$ cat config.mk
export PLATFORM = sky130hd
export DESIGN_NAME = sgl_table_builder
export DESIGN_NICKNAME = d
export VERILOG_FILES = /design/src/rtl/sgl_pkg.sv /design/src/rtl/sgl_chunker.sv /design/src/rtl/sgl_desc_fmt.sv /design/src/rtl/sgl_slot.sv /design/src/rtl/sgl_table_builder.sv
export SDC_FILE = /design/constraint.sdc
export NUM_CORES = 1
export LEC_CHECK = 0
export BUFFER_PORTS_ARGS = -buffer_cell sky130_fd_sc_hd__buf_2
export CAP_MARGIN = 20
export CORE_MARGIN = 2
export CORE_UTILIZATION = 55
export DETAILED_ROUTE_END_ITERATION = 7
export MAX_ROUTING_LAYER = met4
export PLACE_DENSITY = 0.84
export SLEW_MARGIN = 10
export SYNTH_ARGS = -nofsm -noshare
export SYNTH_HDL_FRONTEND = slang
export SYNTH_SLANG_ARGS = --single-unit
$ cat constraint.sdc
create_clock -name clk -period 6.4 [get_ports clk]
set_input_delay 0.32 -clock clk [delete_from_list [all_inputs] [get_ports clk]]
set_output_delay 0.32 -clock clk [all_outputs]
set_load 0.005 [all_outputs]
$ cat src/rtl/sgl_pkg.sv
`timescale 1ns/1ps
package sgl_pkg;
  localparam int SEG_AW  = 32;
  localparam int CHUNK_W = 17;
  localparam int DESC_W  = 128;

  typedef enum logic [1:0] {
    ST_TAKE  = 2'd0,
    ST_SPLIT = 2'd1,
    ST_DRAIN = 2'd2,
    ST_FLUSH = 2'd3
  } bld_state_e;
endpackage

$ cat src/rtl/sgl_chunker.sv
`timescale 1ns/1ps
// Picks the next chunk: what is left of the segment, capped at the
// distance to the next 64 KB boundary.
module sgl_chunker #(
  parameter int LEN_W = 24
) (
  input  logic [15:0]                 addr_lo,
  input  logic [LEN_W-1:0]            rem,
  output logic [sgl_pkg::CHUNK_W-1:0] chunk_len,
  output logic                        tail
);
  localparam int CW = sgl_pkg::CHUNK_W;

  logic [CW-1:0] room;

  always_comb begin
    room = 17'h10000 - {1'b0, addr_lo};
    tail = (rem <= LEN_W'(room));
    chunk_len = tail ? rem[CW-1:0] : room;
  end
endmodule

$ cat src/rtl/sgl_desc_fmt.sv
`timescale 1ns/1ps
// Packs one chunk into a 16-byte descriptor. Each 32-bit word is laid out
// most significant byte first.
module sgl_desc_fmt (
  input  logic [31:0]                addr,
  input  logic [15:0]                len_field,
  input  logic                       eol,
  output logic [sgl_pkg::DESC_W-1:0] bytes
);
  logic [31:0] word [4];

  always_comb begin
    word[0] = '0;
    word[1] = addr;
    word[2] = '0;
    word[3] = {eol, 15'd0, len_field};
  end

  for (genvar wi = 0; wi < 4; wi++) begin : g_word
    for (genvar bi = 0; bi < 4; bi++) begin : g_byte
      assign bytes[(wi*4+bi)*8 +: 8] = word[wi][31-bi*8 -: 8];
    end
  end
endmodule

$ cat src/rtl/sgl_slot.sv
`timescale 1ns/1ps
// One-deep holding slot. A chunk stays here until the next chunk or the
// end of the list shows whether it is the final descriptor.
module sgl_slot #(
  parameter int IDX_W = 6
) (
  input  logic             clk,
  input  logic             rst_n,
  input  logic             load,
  input  logic             clear,
  input  logic [31:0]      in_addr,
  input  logic [15:0]      in_len,
  input  logic [IDX_W-1:0] in_idx,
  output logic             vld,
  output logic [31:0]      addr,
  output logic [15:0]      len,
  output logic [IDX_W-1:0] idx
);
  always_ff @(posedge clk or negedge rst_n) begin
    if (!rst_n) begin
      vld  <= 1'b0;
      addr <= '0;
      len  <= '0;
      idx  <= '0;
    end else if (clear) begin
      vld <= 1'b0;
    end else if (load) begin
      vld  <= 1'b1;
      addr <= in_addr;
      len  <= in_len;
      idx  <= in_idx;
    end
  end
endmodule

$ cat src/rtl/sgl_table_builder.sv
`timescale 1ns/1ps
module sgl_table_builder #(
  parameter  int MAX_ENTRIES = 64,
  parameter  int LEN_W       = 24,
  localparam int IDX_W       = $clog2(MAX_ENTRIES),
  localparam int CNT_W       = $clog2(MAX_ENTRIES + 1)
) (
  input  logic               clk,
  input  logic               rst_n,
  input  logic               seg_valid,
  output logic               seg_ready,
  input  logic [31:0]        seg_addr,
  input  logic [LEN_W-1:0]   seg_len,
  input  logic               seg_last,
  output logic               ent_valid,
  input  logic               ent_ready,
  output logic [IDX_W-1:0]   ent_index,
  output logic [127:0]       ent_bytes,
  output logic               done,
  output logic [CNT_W-1:0]   entry_count,
  output logic               fallback
);
  import sgl_pkg::*;

  bld_state_e           state;
  logic [31:0]          cur_addr;
  logic [LEN_W-1:0]     cur_rem;
  logic                 last_q;
  logic                 aborted;
  logic [CNT_W-1:0]     made;
  logic                 done_q;
  logic [CNT_W-1:0]     cnt_q;
  logic                 fb_q;

  logic [CHUNK_W-1:0]   chunk_len;
  logic                 tail;
  logic                 full;
  logic                 slot_load;
  logic                 slot_clear;
  logic                 slot_vld;
  logic [31:0]          slot_addr;
  logic [15:0]          slot_len;
  logic [IDX_W-1:0]     slot_idx;
  logic                 eol;

  sgl_chunker #(.LEN_W(LEN_W)) u_chunker (
    .addr_lo   (cur_addr[15:0]),
    .rem       (cur_rem),
    .chunk_len (chunk_len),
    .tail      (tail)
  );

  always_comb begin
    full       = (made == CNT_W'(MAX_ENTRIES));
    seg_ready  = (state == ST_TAKE) || (state == ST_DRAIN);
    ent_valid  = (state == ST_FLUSH) || ((state == ST_SPLIT) && slot_vld && !full);
    eol        = (state == ST_FLUSH);
    slot_load  = (state == ST_SPLIT) && !full && (!slot_vld || ent_ready);
    slot_clear = ((state == ST_SPLIT) && full) || ((state == ST_FLUSH) && ent_ready);
  end

  sgl_slot #(.IDX_W(IDX_W)) u_slot (
    .clk     (clk),
    .rst_n   (rst_n),
    .load    (slot_load),
    .clear   (slot_clear),
    .in_addr (cur_addr),
    .in_len  (chunk_len[15:0]),
    .in_idx  (made[IDX_W-1:0]),
    .vld     (slot_vld),
    .addr    (slot_addr),
    .len     (slot_len),
    .idx     (slot_idx)
  );

  sgl_desc_fmt u_fmt (
    .addr      (slot_addr),
    .len_field (slot_len),
    .eol       (eol),
    .bytes     (ent_bytes)
  );

  assign ent_index   = slot_idx;
  assign done        = done_q;
  assign entry_count = cnt_q;
  assign fallback    = fb_q;

  always_ff @(posedge clk or negedge rst_n) begin
    if (!rst_n) begin
      state    <= ST_TAKE;
      cur_addr <= '0;
      cur_rem  <= '0;
      last_q   <= 1'b0;
      aborted  <= 1'b0;
      made     <= '0;
      done_q   <= 1'b0;
      cnt_q    <= '0;
      fb_q     <= 1'b0;
    end else begin
      done_q <= 1'b0;
      unique case (state)
        ST_TAKE: begin
          if (seg_valid) begin
            if (seg_len == '0) begin
              if (!seg_last) begin
                state <= ST_DRAIN;
              end else if (slot_vld) begin
                state <= ST_FLUSH;
              end else begin
                done_q <= 1'b1;
                cnt_q  <= '0;
                fb_q   <= 1'b0;
              end
            end else begin
              cur_addr <= seg_addr;
              cur_rem  <= seg_len;
              last_q   <= seg_last;
              state    <= ST_SPLIT;
            end
          end
        end
        ST_SPLIT: begin
          if (full) begin
            made <= '0;
            if (last_q) begin
              done_q <= 1'b1;
              cnt_q  <= '0;
              fb_q   <= 1'b1;
              state  <= ST_TAKE;
            end else begin
              aborted <= 1'b1;
              state   <= ST_DRAIN;
            end
          end else if (slot_load) begin
            cur_addr <= cur_addr + 32'(chunk_len);
            cur_rem  <= cur_rem - LEN_W'(chunk_len);
            made     <= made + CNT_W'(1);
            if (tail) state <= last_q ? ST_FLUSH : ST_TAKE;
          end
        end
        ST_DRAIN: begin
          if (seg_valid && seg_last) begin
            if (aborted) begin
              aborted <= 1'b0;
              done_q  <= 1'b1;
              cnt_q   <= '0;
              fb_q    <= 1'b1;
              state   <= ST_TAKE;
            end else if (slot_vld) begin
              state <= ST_FLUSH;
            end else begin
              done_q <= 1'b1;
              cnt_q  <= '0;
              fb_q   <= 1'b0;
              state  <= ST_TAKE;
            end
          end
        end
        ST_FLUSH: begin
          if (ent_ready) begin
            done_q <= 1'b1;
            cnt_q  <= made;
            fb_q   <= 1'b0;
            made   <= '0;
            state  <= ST_TAKE;
          end
        end
        default: state <= ST_TAKE;
      endcase
    end
  end
endmodule

==> results of run 1 <==
## worst max-delay path by stage
stage / slack, ns / depth (start not counted) / end
after floorplan: 0.90 / 27 / cur_rem[18]
after global placement: 0.46 / 27 / cur_addr[24]
after detailed placement: 0.37 / 26 / cur_addr[24]
after CTS: 0.33 / 27 / cur_addr[24]
after global routing: 0.01 / 26 / cur_addr[24]
final: 0.35 / 27 / cur_addr[24]
## cell type report
type | count | area [um^2]
multi-input cells | 899 | 5450
repair buffers | 138 | 727
fillers | 1501 | 6540
clock buffers | 17 | 425
inverters | 54 | 203
well taps | 225 | 282
flip-flops and latches | 131 | 3280
clock inverters | 15 | 146
## synth_stat cells, drive strengths merged (9+ instances only)
cell,instances
ha,56
a211oi,9
and3,9
inv,54
nand2b,10
o211ai,18
buf,114
a21oi,75
nand4,11
nor4,15
mux2i,15
nor2b,10
a21o,23
nor2,67
a31oi,13
o21ai,72
nand2,219
a22o,9
nand3,35
xor2,10
dfrtp,131
nor3,19
xnor2,24
clkbuf,20
## metal layers
metal / global-route usage [%] / vias to the layer above / routed length (um)
li1: - / 4051 / -
met1: 37.7 / 4061 / 11000
met5: - / - / 0
met4: 9.20 / 0 / 553
met3: 4.90 / 57 / 1820
met2: 42.1 / 395 / 11400
## state kept, by name, indices dropped and copies added (netlist names)
| name | count |
|---|---|
| cur_addr | 32 |
| u_slot.addr | 32 |
| cur_rem | 24 |
| u_slot.len | 16 |
| entry_count | 7 |
| made | 7 |
| u_slot.idx | 6 |
| state | 2 |
| aborted | 1 |
| done | 1 |
| fallback | 1 |
| last_q | 1 |
| u_slot.vld | 1 |
## kinds of logic after synthesis
| logic type | count (synthesis) |
|---|---|
| AO/OA/AOI/OAI | 284 |
| XOR/XNOR | 34 |
| adder cells (fa/ha/maj) | 58 |
| buffers and inverters | 188 |
| flip-flops | 131 |
| multiplexers | 20 |
| other | 1 |
| AND/OR/NAND/NOR | 424 |
## worst register-to-register path, delay by kind of cell, from the launching register on
kind                       cells  cell delay (ns)
AOI/OAI and AO/OA             10             1.99
xor gates and xnor gates       1             0.16
DFF                            1             0.49
buffers and inverters          4             0.54
muxes                          1             0.32
adders and majority gates      3             0.91
and+or+nand+nor                8             1.54
## through the flow
stage	instance area, um^2	power [uW]	util [%]	cells
floorplan	9770	3830	-	1218
global placement	9920	4480	58.2	1447
detailed placement	9920	4580	58.2	1447
CTS	10500	5580	61.5	1479
global route	10500	6120	61.6	1479
finish	10500	5640	61.6	1479
## power by group through the flow
stage / Sequential (uW) / Clock, uW / Combinational [uW]
final: 1480 / 955 / 3210
after global routing: 1520 / 1000 / 3600
after floorplan: 1380 / 0 / 2450
after global placement: 1460 / 0 / 3020
after CTS: 1470 / 962 / 3150
after detailed placement: 1480 / 0 / 3100
## what timing repair did
action                     in CTS  in global routing
setup buffers                   0                  0
setup endpoints to repair       0                 12
gates resized for setup         0                  3
hold buffers                    0                  0
==> metrics.txt, run 1 <==
Crit Path Class=register to register; Die Y=135 um; total power divided by cell area=537 nW/um^2; Required @ worst endpoint=6.71 ns; Port-buffer cells=126; Async SR Flop Fraction=100%; final setup violation count=0; run status=complete, but fails checks; max_cap viols=0; Root Buffer=clkbuf_16; #FFs+latches synth=131; f_max=165 MHz; CP Launch Point=cur_addr[2]; Post-Route WL=24.8 mm; Avg Cell Area, Syn=8.32 um^2; relative slew slack=26.3%; Initial Utilization=55.6%; Fin. Hold Viols=31; die width=135 um; mux cell area share after synthesis=2.35%; vias per cell=5.79; H-tree levels=4; Die ar.=18,300 um^2; crit path capture type=register; XOR/XNOR share of the synthesized area=3.14%; # diodes=0; CTS buffer count=17; worst setup margin=0.350 ns; Layout area overhead=10.9%; largest cells by area after synthesis=dfrtp_1 35%, nand2_1 8.7%, ha_1 7.4%; cell-internal power=3090 uW; slowest CP cell=dfrtp_1; Global Route Usage Sum=27.7%; final period utilization=94.5%; core area=17,100 um^2; Post-Synth Adder-Cell Area=7.81%; Lkg Pwr=0.00513 uW; critical path's top delay family=compound AO/OA/AOI/OAI gates; RePlAce Congestion=0.950; combinational share of power=56.9%; slowest stage delay, CP=0.49 ns; CP dominant cell by count=o31a_1; CP Max Fanout=13; ANT nets after route=0; WHS=-0.0766 ns; Worst Hold Class=primary input to asynchronous set/reset pin; Synth Area in Simple Gates=20.6%; register area share after synthesis=34.6%; Psw=2560 uW; Yosys warnings=0; Switching Fraction=45.3%; largest net degree at the start of global routing=89; RSZ-0062 raised after global routing=false; DR WL/cell=16.7 um; total grt overflow=0; global-route wire length before repair=39.2 mm; Skew-Pair Late Insertion Delay=0.43 ns; Final TNS setup=0 ns; commonest non-fill, non-tap cells in the layout=217 x nand2_1, 131 x dfrtp_1, 125 x buf_2; RR Startpoint=cur_addr[2]; Cells after Synth=1,140; Clock Skews=0.0113 ns; CTS tree=done; sequential power share=26.2%; vias=8,564; clock network fraction of total power=16.9%; crit start category=register; most common cell after layout, fill and taps aside=nand2_1; r2r setup slk=0.35 ns; library cells used by synthesis=86; arrival time worst endpoint=6.36 ns; Mapped Area=9480 um^2; I/O pin count=206; vias in the first global route=7,801; HPWL Detailed=17.6 mm; Synth area leader=dfrtp_1; final slew viol count=0; Main synth FF type=dfrtp_1; main combinational cell family by area after synthesis=simple AND/OR/NAND/NOR gates; R2R depth=27; NumNets Final=1,360; EDFF count, synth=0; worst r2r dst=cur_addr[24]; Worst-path clk slew=0.06 ns; Compound-Gate Fraction of Synth Area=20.1%; DRC errors left=0; 1st-iter DRT viols=658; Max Buffers Root-to-Sink=2; initial antenna violation count=0; Placement Rows=48; TritonCTS Sinks=131; Buf+Inv Stages, Crit Path=4; Pre-antenna DRT Iters=5; layout cells sized above 1=16.7%; failing checks=hold timing; Tightest Pin Transition=1.10 ns; dpl ws=0.371 ns; Synth top area share=34.6%; min cycle time layout=6.05 ns; Max VDD drop=0.292 mV
(Power assumes the default switching activity.)
==> run 2: changes to the inputs <==
==> constraint.sdc (replaced) <==
create_clock -name clk -period 7.81 [get_ports clk]
set_input_delay 0.3905 -clock clk [delete_from_list [all_inputs] [get_ports clk]]
set_output_delay 0.3905 -clock clk [all_outputs]
set_load 0.005 [all_outputs]
==> run 2 against run 1 <==
  * The run now ends clean
  * Largest cell class unchanged
  * Register-to-register slack improved by 0.75 ns
  * Sequential cell count unchanged
  * Via count increased by 0.30%
  * Power decreased by 18%
==> metrics.txt, run 2 (synthesis gave the netlist of run 1 again) <==
Required @ worst endpoint=8.13 ns (+1.42 ns); Fill cells=1,493 (-0.53%); ANT nets after route=0 (unchanged); relative slew slack=40.3% (+14 points); min cycle time layout=6.71 ns (+0.656 ns); Placement Rows=48 (unchanged); Met2 Routed Length=11.7 mm (+2.5%); # Post-CTS Setup Buffers=0 (unchanged); DRC errors left=0 (unchanged); run status=complete, no violations; NumNets Final=1,355 (-0.37%); Port-buffer cells=126 (unchanged); # diodes=0 (unchanged); final slew viol count=0 (unchanged); total power divided by cell area=442 nW/um^2 (-18%); Max VDD drop=0.229 mV (-22%); Root Buffer=clkbuf_16; Worst Hold Class=primary input to asynchronous set/reset pin; Lkg Pwr=0.00508 uW (-0.98%); Pre-antenna DRT Iters=6 (+1); Die Y=135 um (unchanged); total grt overflow=0 (unchanged); RR Startpoint=cur_addr[2]; vias per cell=5.83 (+0.64%); Fin. Hold Viols=0 (-100%); hold buffers post-CTS=0 (unchanged); Worst-path clk slew=0.07 ns (about the same); initial antenna violation count=0 (unchanged); Post-Route WL=25.0 mm (+0.92%); H-tree levels=4 (unchanged); core area=17,100 um^2 (unchanged); post-cts sizing count=0 (unchanged); metal3 WL=1.94 mm (+6.4%); Crit Path Class=register to register; RePlAce Congestion=0.941 (-0.99%); commonest non-fill, non-tap cells in the layout=217 x nand2_1, 131 x dfrtp_1, 125 x buf_2; crit path capture type=register; HPWL Detailed=17.9 mm (+1.8%); Initial Utilization=55.6% (unchanged); Layout area overhead=10.5%; Max Used Layer=met4; Clock Skews=0.0123 ns (+0.00105 ns); final setup violation count=0 (unchanged); CP Launch Point=cur_addr[2]; 1st-iter DRT viols=783 (+19%); CP Max Fanout=13 (unchanged); die width=135 um (unchanged); CTS tree=done; vias in the first global route=8,057 (+3.3%); RSZ-0062 raised after global routing=false; global-route wire length before repair=40.3 mm (+3.0%); Regs by FF count=cur_addr (32), u_slot.addr (32), cur_rem (24); f_max=149 MHz (-9.8%); largest net degree at the start of global routing=81 (-9.0%); M1 wire length=10.8 mm (-1.7%); final period utilization=85.9% (-8.7 points); most common cell after layout, fill and taps aside=nand2_1; layout cells sized above 1=16.2% (-0.49 points); CTS buffer count=17 (unchanged); Final TNS setup=0 ns (unchanged); Die ar.=18,300 um^2 (unchanged); DR WL/cell=16.9 um (+1.3%); Skew-Pair Late Insertion Delay=0.44 ns (about the same); Tightest Pin Transition=0.892 ns (-0.211 ns); crit start category=register; vias=8,590 (+0.30%); arrival time worst endpoint=7.02 ns (+0.66 ns); max_cap viols=0 (unchanged); TritonCTS Sinks=131 (unchanged); Global Route Usage Sum=28.5% (+0.80 points); fin util=61.4% (-0.25 points); I/O pin count=206 (unchanged); Max Buffers Root-to-Sink=2 (unchanged)
run 2: cell count changes in the layout (fill, tap and decap cells not counted), moves of 2 or more:
cell and delta:
buf_4 -5, clkbuf_8 +3, clkinv_2 -2, clkinv_4 -3
clkinvlp_4 +4
run 2: worst max-delay path: stages (launching register included):
cell and delay (ns):
dfrtp_1 0.49, nor4_4 0.37, nand2_1 0.15, or3_1 0.45, nor2_1 0.14, xnor2_1 0.17, inv_1 0.07, ha_1 0.31
a21o_1 0.17, a21oi_1 0.15, nor2b_1 0.06, o311ai_0 0.31, nand3_1 0.14, a21boi_2 0.64, mux2i_1 0.46, inv_1 0.16
ha_1 0.31, a21o_1 0.15, nand4_1 0.15, a21oi_1 0.31, o21ai_1 0.18, o311ai_2 0.46, nand2_1 0.33, a311o_2 0.46
run 2: power by group:
| group | leakage (uW) | switching (uW) | internal (uW) | total (uW) |
|---|---|---|---|---|
| clock network | 0.000278 | 322 | 468 | 790 |
| registers | 0.00158 | 277 | 927 | 1200 |
| logic | 0.00323 | 1500 | 1130 | 2630 |
run 2: path summary, 6_finish.rpt:
kind | cells past startpoint | slack, ns | end
max in group asynchronous | 2 | 6.64 | cur_addr[18]
worst max-delay path | 23 | 1.10 | cur_addr[27]
worst max register to register | 23 | 1.10 | cur_addr[27]
min in group clk | 3 | 0.22 | cur_addr[20]
worst min register to register | 2 | 0.47 | u_slot.addr[11]
worst min-delay path | 1 | 0.009 | cur_rem[20]
run 2: through the flow:
step,setup slack [ns],instance area [um^2],hold WS (ns),power [uW],cells
final,1.10,10500,0.00892,4630,1474
after global routing,0.607,10500,0.0683,5000,1474
after CTS,1.19,10500,0.0297,4580,1474
after detailed placement,1.22,9880,0.457,3750,1442
after global placement,1.39,9880,0.456,3660,1442
after floorplan,2.31,9770,0.0949,3140,1218
run 2: layout make-up:
type	count	area [um^2]	share of cell area (%)
multi-input combinational	899	5430	51.9
sequential	131	3280	31.3
timing repair buffer	133	689	6.58
clock buffer	20	467	4.46
tap	225	282	2.69
inverter	54	203	1.94
clock inverter	12	120	1.15
run 2: metal layers:
metal	track usage [%]	vias up
li1	-	4036
met1	38.1	4071
met2	43.1	430
met3	5.65	53
met4	10.8	0
met5	-	-
